[src/rtl/dbg_pkg.sv]
`timescale 1ns/1ps
package dbg_pkg;
  localparam int NEV = 7;
  localparam int EV_IAC  = 0;
  localparam int EV_BRT  = 1;
  localparam int EV_TRAP = 2;
  localparam int EV_RET  = 3;
  localparam int EV_DAC  = 4;
  localparam int EV_DVC  = 5;
  localparam int EV_ICMP = 6;

  typedef enum logic [1:0] {
    CL_OTHER = 2'd0,
    CL_SC    = 2'd1,
    CL_STR   = 2'd2,
    CL_TOUCH = 2'd3
  } iclass_e;
endpackage

[src/rtl/dbg_event_filter.sv]
`timescale 1ns/1ps
module dbg_event_filter
  import dbg_pkg::*;
#(
  parameter int N = NEV
) (
  input  logic [N-1:0] ev_i,
  input  logic [1:0]   iclass_i,
  input  logic         resv_held_i,
  input  logic         str_len_zero_i,
  input  logic         touch_nulled_i,
  output logic [N-1:0] acc_o,
  output logic         sc_drop_o
);
  logic sc_nores, str_empty, touch_null;

  always_comb begin
    sc_nores   = (iclass_i == CL_SC) && !resv_held_i;
    str_empty  = (iclass_i == CL_STR) && str_len_zero_i;
    touch_null = (iclass_i == CL_TOUCH) && touch_nulled_i;
    acc_o      = ev_i;
    // lost reservation drops both data compares
    if (sc_nores) begin
      acc_o[EV_DAC] = 1'b0;
      acc_o[EV_DVC] = 1'b0;
    end
    // address compare only
    if (str_empty || touch_null) acc_o[EV_DAC] = 1'b0;
    sc_drop_o = sc_nores && (ev_i[EV_DAC] || ev_i[EV_DVC]);
  end
endmodule

[src/rtl/dbg_status_reg.sv]
`timescale 1ns/1ps
module dbg_status_reg #(
  parameter int N = 7
) (
  input  logic         clk,
  input  logic         rst,
  input  logic [N-1:0] set_i,
  input  logic [N-1:0] clr_i,
  output logic [N-1:0] q_o
);
  for (genvar k = 0; k < N; k++) begin : g_bit
    always_ff @(posedge clk) begin
      if (rst)           q_o[k] <= 1'b0;
      else if (set_i[k]) q_o[k] <= 1'b1;
      else if (clr_i[k]) q_o[k] <= 1'b0;
    end

    p_sticky_r5: assert property (@(posedge clk) disable iff (rst)
      (q_o[k] && !clr_i[k]) |=> q_o[k]);
    p_set_wins_r5: assert property (@(posedge clk) disable iff (rst)
      set_i[k] |=> q_o[k]);
  end
endmodule

[src/rtl/dbg_irq_select.sv]
`timescale 1ns/1ps
module dbg_irq_select
  import dbg_pkg::*;
#(
  parameter int N      = NEV,
  parameter int ADDR_W = 32
) (
  input  logic [N-1:0]      acc_i,
  input  logic              dac_async_i,
  input  logic [ADDR_W-1:0] cur_pc_i,
  input  logic [ADDR_W-1:0] next_pc_i,
  output logic [ADDR_W-1:0] addr_o,
  output logic              sup_o
);
  logic grp_ctl, grp_data;

  always_comb begin
    grp_ctl  = acc_i[EV_BRT] | acc_i[EV_TRAP] | acc_i[EV_RET];
    grp_data = acc_i[EV_DAC] | acc_i[EV_DVC];
    // fixed priority
    if (acc_i[EV_IAC] || grp_ctl) begin
      addr_o = cur_pc_i;
      sup_o  = 1'b1;
    end else if (grp_data) begin
      addr_o = dac_async_i ? next_pc_i : cur_pc_i;
      sup_o  = !dac_async_i;
    end else begin
      addr_o = next_pc_i;
      sup_o  = 1'b0;
    end
  end
endmodule

[src/rtl/dbg_dispatch.sv]
`timescale 1ns/1ps
module dbg_dispatch
  import dbg_pkg::*;
#(
  parameter int ADDR_W = 32,
  parameter int VOFF_W = 12,
  parameter int PFX_W  = ADDR_W - VOFF_W - 4
) (
  input  logic              clk,
  input  logic              rst,
  input  logic [NEV-1:0]    ev_i,
  input  logic [1:0]        iclass_i,
  input  logic              resv_held_i,
  input  logic              str_len_zero_i,
  input  logic              touch_nulled_i,
  input  logic [ADDR_W-1:0] cur_pc_i,
  input  logic [ADDR_W-1:0] next_pc_i,
  input  logic              dbg_en_i,
  input  logic              dac_async_i,
  input  logic [PFX_W-1:0]  vec_prefix_i,
  input  logic [VOFF_W-1:0] vec_offset_i,
  input  logic              clr_valid_i,
  input  logic [NEV-1:0]    clr_mask_i,
  input  logic              idm_set_i,
  output logic [NEV-1:0]    status_o,
  output logic              irq_take_o,
  output logic              irq_delayed_o,
  output logic              suppress_o,
  output logic [ADDR_W-1:0] save_addr_o,
  output logic [ADDR_W-1:0] fetch_addr_o,
  output logic              stcx_fail_o,
  output logic              prog_err_o
);
  localparam int LOW_W = 4;

  logic [NEV-1:0]    acc, clr_eff;
  logic              sc_drop, dbg_q, take_now, take_del, pending;
  logic [ADDR_W-1:0] sel_addr, vec_addr;
  logic              sel_sup;

  dbg_event_filter #(.N(NEV)) u_filt (
    .ev_i(ev_i), .iclass_i(iclass_i), .resv_held_i(resv_held_i),
    .str_len_zero_i(str_len_zero_i), .touch_nulled_i(touch_nulled_i),
    .acc_o(acc), .sc_drop_o(sc_drop)
  );

  assign clr_eff = clr_valid_i ? clr_mask_i : '0;

  dbg_status_reg #(.N(NEV)) u_stat (
    .clk(clk), .rst(rst), .set_i(acc), .clr_i(clr_eff), .q_o(status_o)
  );

  dbg_irq_select #(.N(NEV), .ADDR_W(ADDR_W)) u_sel (
    .acc_i(acc), .dac_async_i(dac_async_i), .cur_pc_i(cur_pc_i),
    .next_pc_i(next_pc_i), .addr_o(sel_addr), .sup_o(sel_sup)
  );

  assign pending  = |status_o;
  assign take_now = dbg_en_i && (|acc);
  assign take_del = dbg_en_i && !dbg_q && pending && !(|acc);
  assign vec_addr = {vec_prefix_i, vec_offset_i, {LOW_W{1'b0}}};

  always_ff @(posedge clk) begin
    if (rst) begin
      dbg_q         <= 1'b0;
      irq_take_o    <= 1'b0;
      irq_delayed_o <= 1'b0;
      suppress_o    <= 1'b0;
      save_addr_o   <= '0;
      fetch_addr_o  <= '0;
      stcx_fail_o   <= 1'b0;
      prog_err_o    <= 1'b0;
    end else begin
      dbg_q         <= dbg_en_i;
      irq_take_o    <= take_now || take_del;
      irq_delayed_o <= take_del;
      suppress_o    <= take_now && sel_sup;
      if (take_now)      save_addr_o <= sel_addr;
      else if (take_del) save_addr_o <= cur_pc_i;
      if (take_now || take_del) fetch_addr_o <= vec_addr;
      stcx_fail_o   <= sc_drop;
      prog_err_o    <= idm_set_i && pending;
    end
  end

  p_sc_drop_r2: assert property (@(posedge clk) disable iff (rst)
    (iclass_i == CL_SC && !resv_held_i && !clr_eff[EV_DAC] && !clr_eff[EV_DVC])
    |=> (status_o[EV_DAC] == $past(status_o[EV_DAC]) &&
         status_o[EV_DVC] == $past(status_o[EV_DVC])));
  p_off_noirq_r7: assert property (@(posedge clk) disable iff (rst)
    !dbg_en_i |=> !irq_take_o);
  p_delayed_r8: assert property (@(posedge clk) disable iff (rst)
    (dbg_en_i && !dbg_q && pending && acc == '0) |=> (irq_take_o && irq_delayed_o));
  p_delayed_take_r8: assert property (@(posedge clk) disable iff (rst)
    irq_delayed_o |-> (irq_take_o && !suppress_o));
  p_fetch_r9: assert property (@(posedge clk) disable iff (rst)
    irq_take_o |-> fetch_addr_o == {$past(vec_prefix_i), $past(vec_offset_i), {LOW_W{1'b0}}});
  p_sup_r10: assert property (@(posedge clk) disable iff (rst)
    suppress_o |-> irq_take_o);
  p_prog_r14: assert property (@(posedge clk) disable iff (rst)
    prog_err_o |-> $past(status_o != '0));
endmodule

[config.mk]
export PLATFORM = sky130hd
export DESIGN_NAME = dbg_dispatch
export DESIGN_NICKNAME = d
export VERILOG_FILES = /design/src/rtl/dbg_pkg.sv /design/src/rtl/dbg_event_filter.sv /design/src/rtl/dbg_status_reg.sv /design/src/rtl/dbg_irq_select.sv /design/src/rtl/dbg_dispatch.sv
export SDC_FILE = /design/constraint.sdc
export NUM_CORES = 1
export LEC_CHECK = 0
export BUFFER_PORTS_ARGS = -buffer_cell sky130_fd_sc_hd__buf_2
export CAP_MARGIN = 30
export CORE_AREA = 10 10 120 122
export CTS_CLUSTER_DIAMETER = 200
export CTS_CLUSTER_SIZE = 8
export DETAILED_ROUTE_END_ITERATION = 10
export DIE_AREA = 0 0 130 132
export GPL_ROUTABILITY_DRIVEN = 0
export SYNTH_ARGS = -nofsm -noshare
export SYNTH_HDL_FRONTEND = slang
export SYNTH_SLANG_ARGS = --single-unit
[constraint.sdc]
create_clock -name clk -period 2.1 [get_ports clk]
set_input_delay 0.42 -clock clk [delete_from_list [all_inputs] [get_ports clk]]
set_output_delay 0.42 -clock clk [all_outputs]
set_load 0.1 [all_outputs]
==> qor.yml, run 1 <==
outcome: "finished clean"
final_net_count: 684
max_clock_freq_ghz: 0.507
most_common_cell_after_layout_fill_and_taps_aside: "sky130_fd_sc_hd__buf_2"
reg2reg_depth: 7
power-per-cell-area_mw_per_mm2: 845
design.core.area_mm2: 0.0119
track_usage: 0.141
netlist.area_leader.share: 0.413
tightest_slew_ns: 0.702
power_frac_seq: 0.362
setup_tns_ns: 0
global_route.usage.met2: 0.222
first_global_vias: 3801
postSynthAreaPerCell_um2: 9.06
path_category_of_the_worst_min_delay_check: "in2reg"
timing.final.setup_violations: 0
antenna_diode_count: 0
finalHoldViolations: 0
p_clk_frac: 0.357
worst_slew_margin_rel: 0.532
ys_seq_area_frac: 0.413
final-instance-count-excl-fill: 719
pin_count_of_the_biggest_net_entering_global_routing: 65
initialDrtViolationCount: 121
max-cap-violations: 0
flip_flop_cell_with_the_highest_count_after_synthesis: "sky130_fd_sc_hd__dfxtp_1"
detail_placement_hpwl_mm: 9.29
hold_start: "idm_set_i"
clock_tree.htree_level_count: 3
async_reset_ff_frac: 0
synth.lib_cells_used.distinct: 37
num_rows: 40
synth_edf_count: 0
wire_length_of_the_first_global_routing_pass_mm: 19.5
route.detailed.drc: 0
dr_total_vias: 3659
critPathCaptureType: "register"
static-leakage-power_nw: 2.18
setup.reg_to_reg.worst_slack_ns: 0.17
chip_width_um: 130
drt_pre_antenna_iters: 4
worst_setup_path_startpoint: "ev_i[0]"
r2r-start: "u_stat.q_o[3]"
cts_made_buffers: 9
synthDominantAreaCellType: "sky130_fd_sc_hd__dfxtp_1"
synthToLayoutAreaGrowth_pct: 40.8
internal_power_mw: 2.66
use_met1: 0.160
cts_root_buf: "sky130_fd_sc_hd__clkbuf_16"
route.antenna.remaining_nets: 0
cts_setup_buffers: 0
met3_usage: 0.0644
synth_warnings: 0
crit_arrival_ns: 2.21
finalCritPeriodShare: 0.940
initial_utilization: 0.297
worstSetupStartpointType: "input port"
boundaryPins: 193
layout-drive-gt1-share: 0.488
cts_stage_hold_buffer_count: 0
syn_area_mm2: 0.00354
clk_pin_slew_worst_paths_ns: 0.06
crit_fanout: 64
finalWirelength_mm: 12.6
grt_setup_unrepaired: "false"
total_power_mw: 4.21
capture_point_of_the_worst_reg_to_reg_path: "save_addr_o[22]"
numClockSinks: 73
power.net_switching_mw: 1.55
worstSkewPairLatency_ns: 0.33
multi_input_comb_area_mm2: 0.00185
combPwrFrac: 0.281
gr-total-overflow: 0
timing.critical_path.required_ns: 2.34
post_drt_via_cell_ratio: 5.09
globalRoute.busiestLayer: "met2"
cts_tree: "done"
stdcell_area_mm2: 0.00499
placed_area_mm2: 0.00468
switching_share: 0.369
fp.dieH_um: 132
placedCellCount: 703
clock-skew-final_ns: 0.00857
finalHoldWorstSlack_ns: 0.319
wl_per_cell_um: 17.5
ys_ff_latch: 73
antenna_found_initial: 1
synthTopCellsByArea: "sky130_fd_sc_hd__dfxtp_1 (41%), sky130_fd_sc_hd__a311oi_2 (13%), sky130_fd_sc_hd__a21oi_1 (9.8%)"
die_area_mm2: 0.0172
final.fill_count: 1184
cells_after_synth: 391
period_minus_slack_ns: 1.97
port_buffers: 188
irDropWorstVdd_v: 0.000285
critPathCapture: "save_addr_o[8]"
cts_max_path_buffers: 2
final-seq-area_mm2: 0.00147
slew_viol_final: 0
final_cell_mix: "sky130_fd_sc_hd__buf_2 (188), sky130_fd_sc_hd__dfxtp_1 (66), sky130_fd_sc_hd__a21oi_1 (62), sky130_fd_sc_hd__o21ai_0 (45), sky130_fd_sc_hd__nand3b_1 (32)"
setup.worst_path.class: "in2reg"
power groups by stage:
stage | Sequential, mW | Clock [mW] | Combinational (mW)
after floorplan | 2.18 | 0 | 0.285
after global placement | 1.56 | 0 | 1.17
after detailed placement | 1.55 | 0 | 1.19
after CTS | 1.53 | 1.55 | 1.19
after global routing | 1.54 | 1.62 | 1.24
final | 1.53 | 1.50 | 1.18
Yosys cell counts, types with 3 or more instances:
cell type	n
sky130_fd_sc_hd__a21oi_1	69
sky130_fd_sc_hd__a311oi_2	30
sky130_fd_sc_hd__buf_1	3
sky130_fd_sc_hd__buf_2	9
sky130_fd_sc_hd__buf_4	4
sky130_fd_sc_hd__buf_6	9
sky130_fd_sc_hd__clkbuf_1	20
sky130_fd_sc_hd__clkbuf_2	3
sky130_fd_sc_hd__dfxtp_1	73
sky130_fd_sc_hd__nand2_1	12
sky130_fd_sc_hd__nand3_1	29
sky130_fd_sc_hd__nand3b_1	32
sky130_fd_sc_hd__nor2_1	10
sky130_fd_sc_hd__nor3_1	3
sky130_fd_sc_hd__o21ai_0	45
sky130_fd_sc_hd__o21ai_1	17
how the worst min path moves through the flow:
| stage | end | cells past startpoint | slack (ns) |
|---|---|---|---|
| global placement | fetch_addr_o[10] | 2 | 0.45 |
| CTS | u_stat.q_o[0] | 3 | 0.30 |
| global route | u_stat.q_o[1] | 3 | 0.32 |
| floorplan | u_stat.q_o[0] | 2 | 0.54 |
| detailed placement | fetch_addr_o[10] | 2 | 0.46 |
| finish | prog_err_o | 3 | 0.32 |
per-stage QoR:
stage / util / setup slack (ns)
finish: 0.419 / 0.127
global route: 0.419 / 0.0218
CTS: 0.417 / 0.0860
detailed placement: 0.393 / -0.353
global placement: 0.391 / -0.281
floorplan: - / -0.0218
layout make-up:
type                            instances  area share
Timing Repair Buffer                  210       0.238
Clock inverter                          5      0.0113
Clock buffer                           11      0.0467
Multi-Input combinational cell        271       0.371
Tap cell                              147      0.0369
Sequential cell                        73       0.295
Inverter                                2     0.00151
registers in the layout, summed over array words and instances (netlist names):
name           cells
irq_delayed_o      1
fetch_addr_o      28
save_addr_o       32
prog_err_o         1
u_stat.q_o         7
dbg_q              1
stcx_fail_o        1
suppress_o         1
irq_take_o         1
layer usage:
metal / share of wire / up-vias
li1: - / 1804
met1: 0.42 / 1695
met2: 0.46 / 141
met3: 0.10 / 17
met4: 0.018 / 2
met5: 0.0010 / -
kinds of logic (layout without fill, tap and decap cells):
family	after synthesis	in the layout	synth area share
DFF	73	73	0.413
and+or+nand+nor	94	94	0.158
buffers and inverters	50	228	0.0806
other	1	4	0.00106
AOI/OAI and AO/OA	173	173	0.348
worst max-delay path: stages:
cell and delay, ns:
sky130_fd_sc_hd__buf_2 0.11, sky130_fd_sc_hd__or4_4 0.59, sky130_fd_sc_hd__buf_4 0.17, sky130_fd_sc_hd__nor4_4 0.26, sky130_fd_sc_hd__buf_12 0.26, sky130_fd_sc_hd__o21ai_0 0.15
sky130_fd_sc_hd__a311oi_2 0.25
what timing repair did:
item	in CTS	in global routing
setup endpoints to repair	1	41
gates resized for setup	1	4
pin swaps	0	1
(Power assumes the default switching activity.)
==> inputs of run 2 (changes only) <==
- ABC_AREA: default -> 1
- CORE_AREA: 10 10 120 122 -> 10 10 125 127
- DIE_AREA: 0 0 130 132 -> 0 0 135 137
==> run 2 against run 1 <==
  * Cell count grew 39%
  * Die area grew 7.8%
  * Wire length grew 2.7%
  * Register-to-register slack gained 0.24 ns
  * Synthesized cell count grew 65%
  * Critical path depth grew 8
  * Critical endpoint is now save_addr_o[19]
  * Largest cell class unchanged
  * Highest routed layer is now met4
==> qor.yml, run 2 <==
cts_setup_buffers: 0  # unchanged
synth_warnings: 0  # unchanged
final.fill_count: 1440  # +22%
ys_ff_latch: 73  # unchanged
max-cap-violations: 0  # unchanged
layout_top_registers: "save_addr_o (32), fetch_addr_o (28), u_stat.q_o (7)"
grt_setup_unrepaired: "false"
timing.critical_path.required_ns: 2.32  # -0.02 ns
clock_tree.htree_level_count: 3  # unchanged
chip_width_um: 135  # +3.8%
layout-drive-gt1-share: 0.274  # -0.213
boundaryPins: 193  # unchanged
antenna_diode_count: 0  # unchanged
ys_seq_area_frac: 0.376  # -0.0364
synth_common_cells: "sky130_fd_sc_hd__nand2_1 (327), sky130_fd_sc_hd__dfxtp_1 (73), sky130_fd_sc_hd__inv_1 (70)"
utilization: 0.404  # -0.0146
power-per-cell-area_mw_per_mm2: 852  # +0.88%
setup.worst_path.class: "in2reg"
cts_made_buffers: 9  # unchanged
die_area_mm2: 0.0185  # +7.8%
design.core.area_mm2: 0.0131  # +9.9%
cts_stage_hold_buffer_count: 0  # unchanged
cts_tree: "done"
outcome: "finished clean"
cts_max_path_buffers: 2  # unchanged
dr_total_vias: 4221  # +15%
max_clock_freq_ghz: 0.576  # +14%
stdcell_area_mm2: 0.00529  # +6.0%
clk_pin_slew_worst_paths_ns: 0.06  # about the same
pin_count_of_the_biggest_net_entering_global_routing: 66  # +1.5%
post_drt_via_cell_ratio: 4.22  # -17%
detail_placement_hpwl_mm: 9.71  # +4.5%
drt_pre_antenna_iters: 5  # +1
synth_edf_count: 0  # unchanged
finalWirelength_mm: 12.9  # +2.7%
synthToLayoutAreaGrowth_pct: 36.1
placed_area_mm2: 0.00499  # +6.8%
first_global_vias: 4040  # +6.3%
wl_per_cell_um: 12.9  # -26%
fp.dieH_um: 137  # +3.8%
static-leakage-power_nw: 3.14  # +44%
worstSetupStartpointType: "input port"
placedCellCount: 986  # +40%
post-route-worst-setup-slack_ns: 0.364  # +0.237 ns
initialDrtViolationCount: 157  # +30%
critPathCaptureType: "register"
track_usage: 0.135  # -0.00619
initial_utilization: 0.297  # -0.000463
syn_area_mm2: 0.00388  # +9.7%
postSynthAreaPerCell_um2: 6.03  # -33%
largest_register_ffs: 32  # unchanged
wire_length_of_the_first_global_routing_pass_mm: 20.3  # +4.1%
path_category_of_the_worst_min_delay_check: "in2reg"
final-instance-count-excl-fill: 1000  # +39%
most_common_cell_after_layout_fill_and_taps_aside: "sky130_fd_sc_hd__nand2_1"
clock-skew-final_ns: 0.00518  # -0.00338 ns
final-seq-area_mm2: 0.00146  # -0.60%
total_power_mw: 4.51  # +7.0%
cts_resized: 0  # -1
final_cell_mix: "sky130_fd_sc_hd__nand2_1 (327), sky130_fd_sc_hd__buf_2 (188), sky130_fd_sc_hd__dfxtp_1 (73), sky130_fd_sc_hd__inv_1 (70), sky130_fd_sc_hd__nand3_1 (65)"
timing.final.setup_violations: 0  # unchanged
cts_root_buf: "sky130_fd_sc_hd__clkbuf_16"
crit_arrival_ns: 1.96  # -0.25 ns
route.detailed.drc: 0  # unchanged
top_register: "save_addr_o"
synthTopCellsByArea: "sky130_fd_sc_hd__dfxtp_1 (38%), sky130_fd_sc_hd__nand2_1 (32%), sky130_fd_sc_hd__nand3_1 (8.4%)"
tightest_slew_ns: 0.751  # +0.0493 ns
worstSkewPairLatency_ns: 0.32  # about the same
numClockSinks: 73  # unchanged
synth.lib_cells_used.distinct: 23  # -38%
finalHoldViolations: 0  # unchanged
final_net_count: 938  # +37%
dp_worst_setup_slack_ns: -0.00796  # +0.345 ns
cells_after_synth: 644  # +65%
gr-total-overflow: 0  # unchanged
irDropWorstVdd_v: 0.000330  # +16%
num_rows: 42  # +5.0%
finalCritPeriodShare: 0.827  # -0.113
antenna_found_initial: 0  # -1
route.antenna.remaining_nets: 0  # unchanged
library_cell_with_the_highest_instance_count_after_synthesis: "sky130_fd_sc_hd__nand2_1"
async_reset_ff_frac: 0  # unchanged
worst_slew_margin_rel: 0.498  # -0.0334
flip_flop_cell_with_the_highest_count_after_synthesis: "sky130_fd_sc_hd__dfxtp_1"
period_minus_slack_ns: 1.74  # -0.237 ns
port_buffers: 188  # unchanged
synthDominantAreaCellType: "sky130_fd_sc_hd__dfxtp_1"
crit_fanout: 35  # -45%
multi_input_comb_area_mm2: 0.00193  # +4.5%
netlist.area_leader.share: 0.376  # -0.0364
slew_viol_final: 0  # unchanged
==> run 2: changes by cell type after synthesis, moves of 3 or more <==
cell | before | now
sky130_fd_sc_hd__nand2_1 | 12 | 327
sky130_fd_sc_hd__clkbuf_1 | 20 | 7
sky130_fd_sc_hd__inv_1 | 2 | 70
sky130_fd_sc_hd__o21ai_1 | 17 | 0
sky130_fd_sc_hd__clkbuf_2 | 3 | 0
sky130_fd_sc_hd__nand3_1 | 29 | 65
sky130_fd_sc_hd__o21ai_0 | 45 | 33
sky130_fd_sc_hd__a21oi_1 | 69 | 8
sky130_fd_sc_hd__buf_2 | 9 | 18
sky130_fd_sc_hd__nand3b_1 | 32 | 1
sky130_fd_sc_hd__nor2_1 | 10 | 13
sky130_fd_sc_hd__a311oi_2 | 30 | 0
sky130_fd_sc_hd__buf_6 | 9 | 6
sky130_fd_sc_hd__nand2_2 | 0 | 3
==> run 2: where the power goes <==
| group | leakage, nW | internal [mW] | switching, mW | total (mW) |
|---|---|---|---|---|
| logic | 2.40 | 0.300 | 1.15 | 1.45 |
| clock network | 0.137 | 0.943 | 0.580 | 1.52 |
| registers | 0.605 | 1.49 | 0.0491 | 1.54 |
| total | 3.14 | 2.73 | 1.77 | 4.51 |
==> run 2: worst paths after layout <==
kind                                       start                to  slack (ns)  cells past startpoint
worst max-delay path                 iclass_i[1]   save_addr_o[19]        0.36                     15
worst min-delay path            vec_prefix_i[11]  fetch_addr_o[27]        0.28                      3
worst max register to register     u_stat.q_o[1]   save_addr_o[23]        0.41                      9
worst min register to register  fetch_addr_o[23]  fetch_addr_o[23]        0.45                      2
==> run 2: cell type report <==
cell class	count	area share
clock inverter	4	0.0102
tap	176	0.0416
sequential	73	0.276
clock buffer	10	0.0452
multi-input combinational	463	0.366
inverter	72	0.0511
timing repair buffer	202	0.210
==> run 2: critical path, stage by stage <==
cell and delay, ns:
sky130_fd_sc_hd__buf_2 0.10, sky130_fd_sc_hd__inv_2 0.05, sky130_fd_sc_hd__nand3_2 0.08, sky130_fd_sc_hd__nand2_1 0.08
sky130_fd_sc_hd__inv_2 0.03, sky130_fd_sc_hd__nand2_2 0.06, sky130_fd_sc_hd__buf_4 0.37, sky130_fd_sc_hd__nand2_1 0.12
sky130_fd_sc_hd__buf_4 0.25, sky130_fd_sc_hd__nand2_1 0.09, sky130_fd_sc_hd__nand2_1 0.04, sky130_fd_sc_hd__inv_1 0.04
sky130_fd_sc_hd__nand2_1 0.05, sky130_fd_sc_hd__nand3_1 0.12, sky130_fd_sc_hd__nand2_1 0.05
==> run 2: cells by family after synthesis <==
group                  count (synthesis)  share of synthesized area
AND/OR/NAND/NOR                      416                      0.435
buffers and inverters                111                      0.129
flip-flops                            73                      0.376
AO/OA/AOI/OAI                         43                     0.0590
other                                  1                   0.000966
==> run 2: per-layer routing <==
metal | GRT usage | routed length, µm | vias up
li1 | - | - | 2294
met1 | 0.165 | 5940 | 1774
met2 | 0.218 | 5790 | 148
met3 | 0.0469 | 1110 | 5
met4 | 0.0413 | 107 | 0
met5 | 0 | 0 | -
==> run 2: metrics by stage <==
stage                     hold WS, ns  setup TNS, ns
after detailed placement        0.435        -0.0318
after floorplan                 0.523              0
after CTS                       0.266              0
after global placement          0.432       -0.00869
final                           0.279              0
after global routing            0.270              0
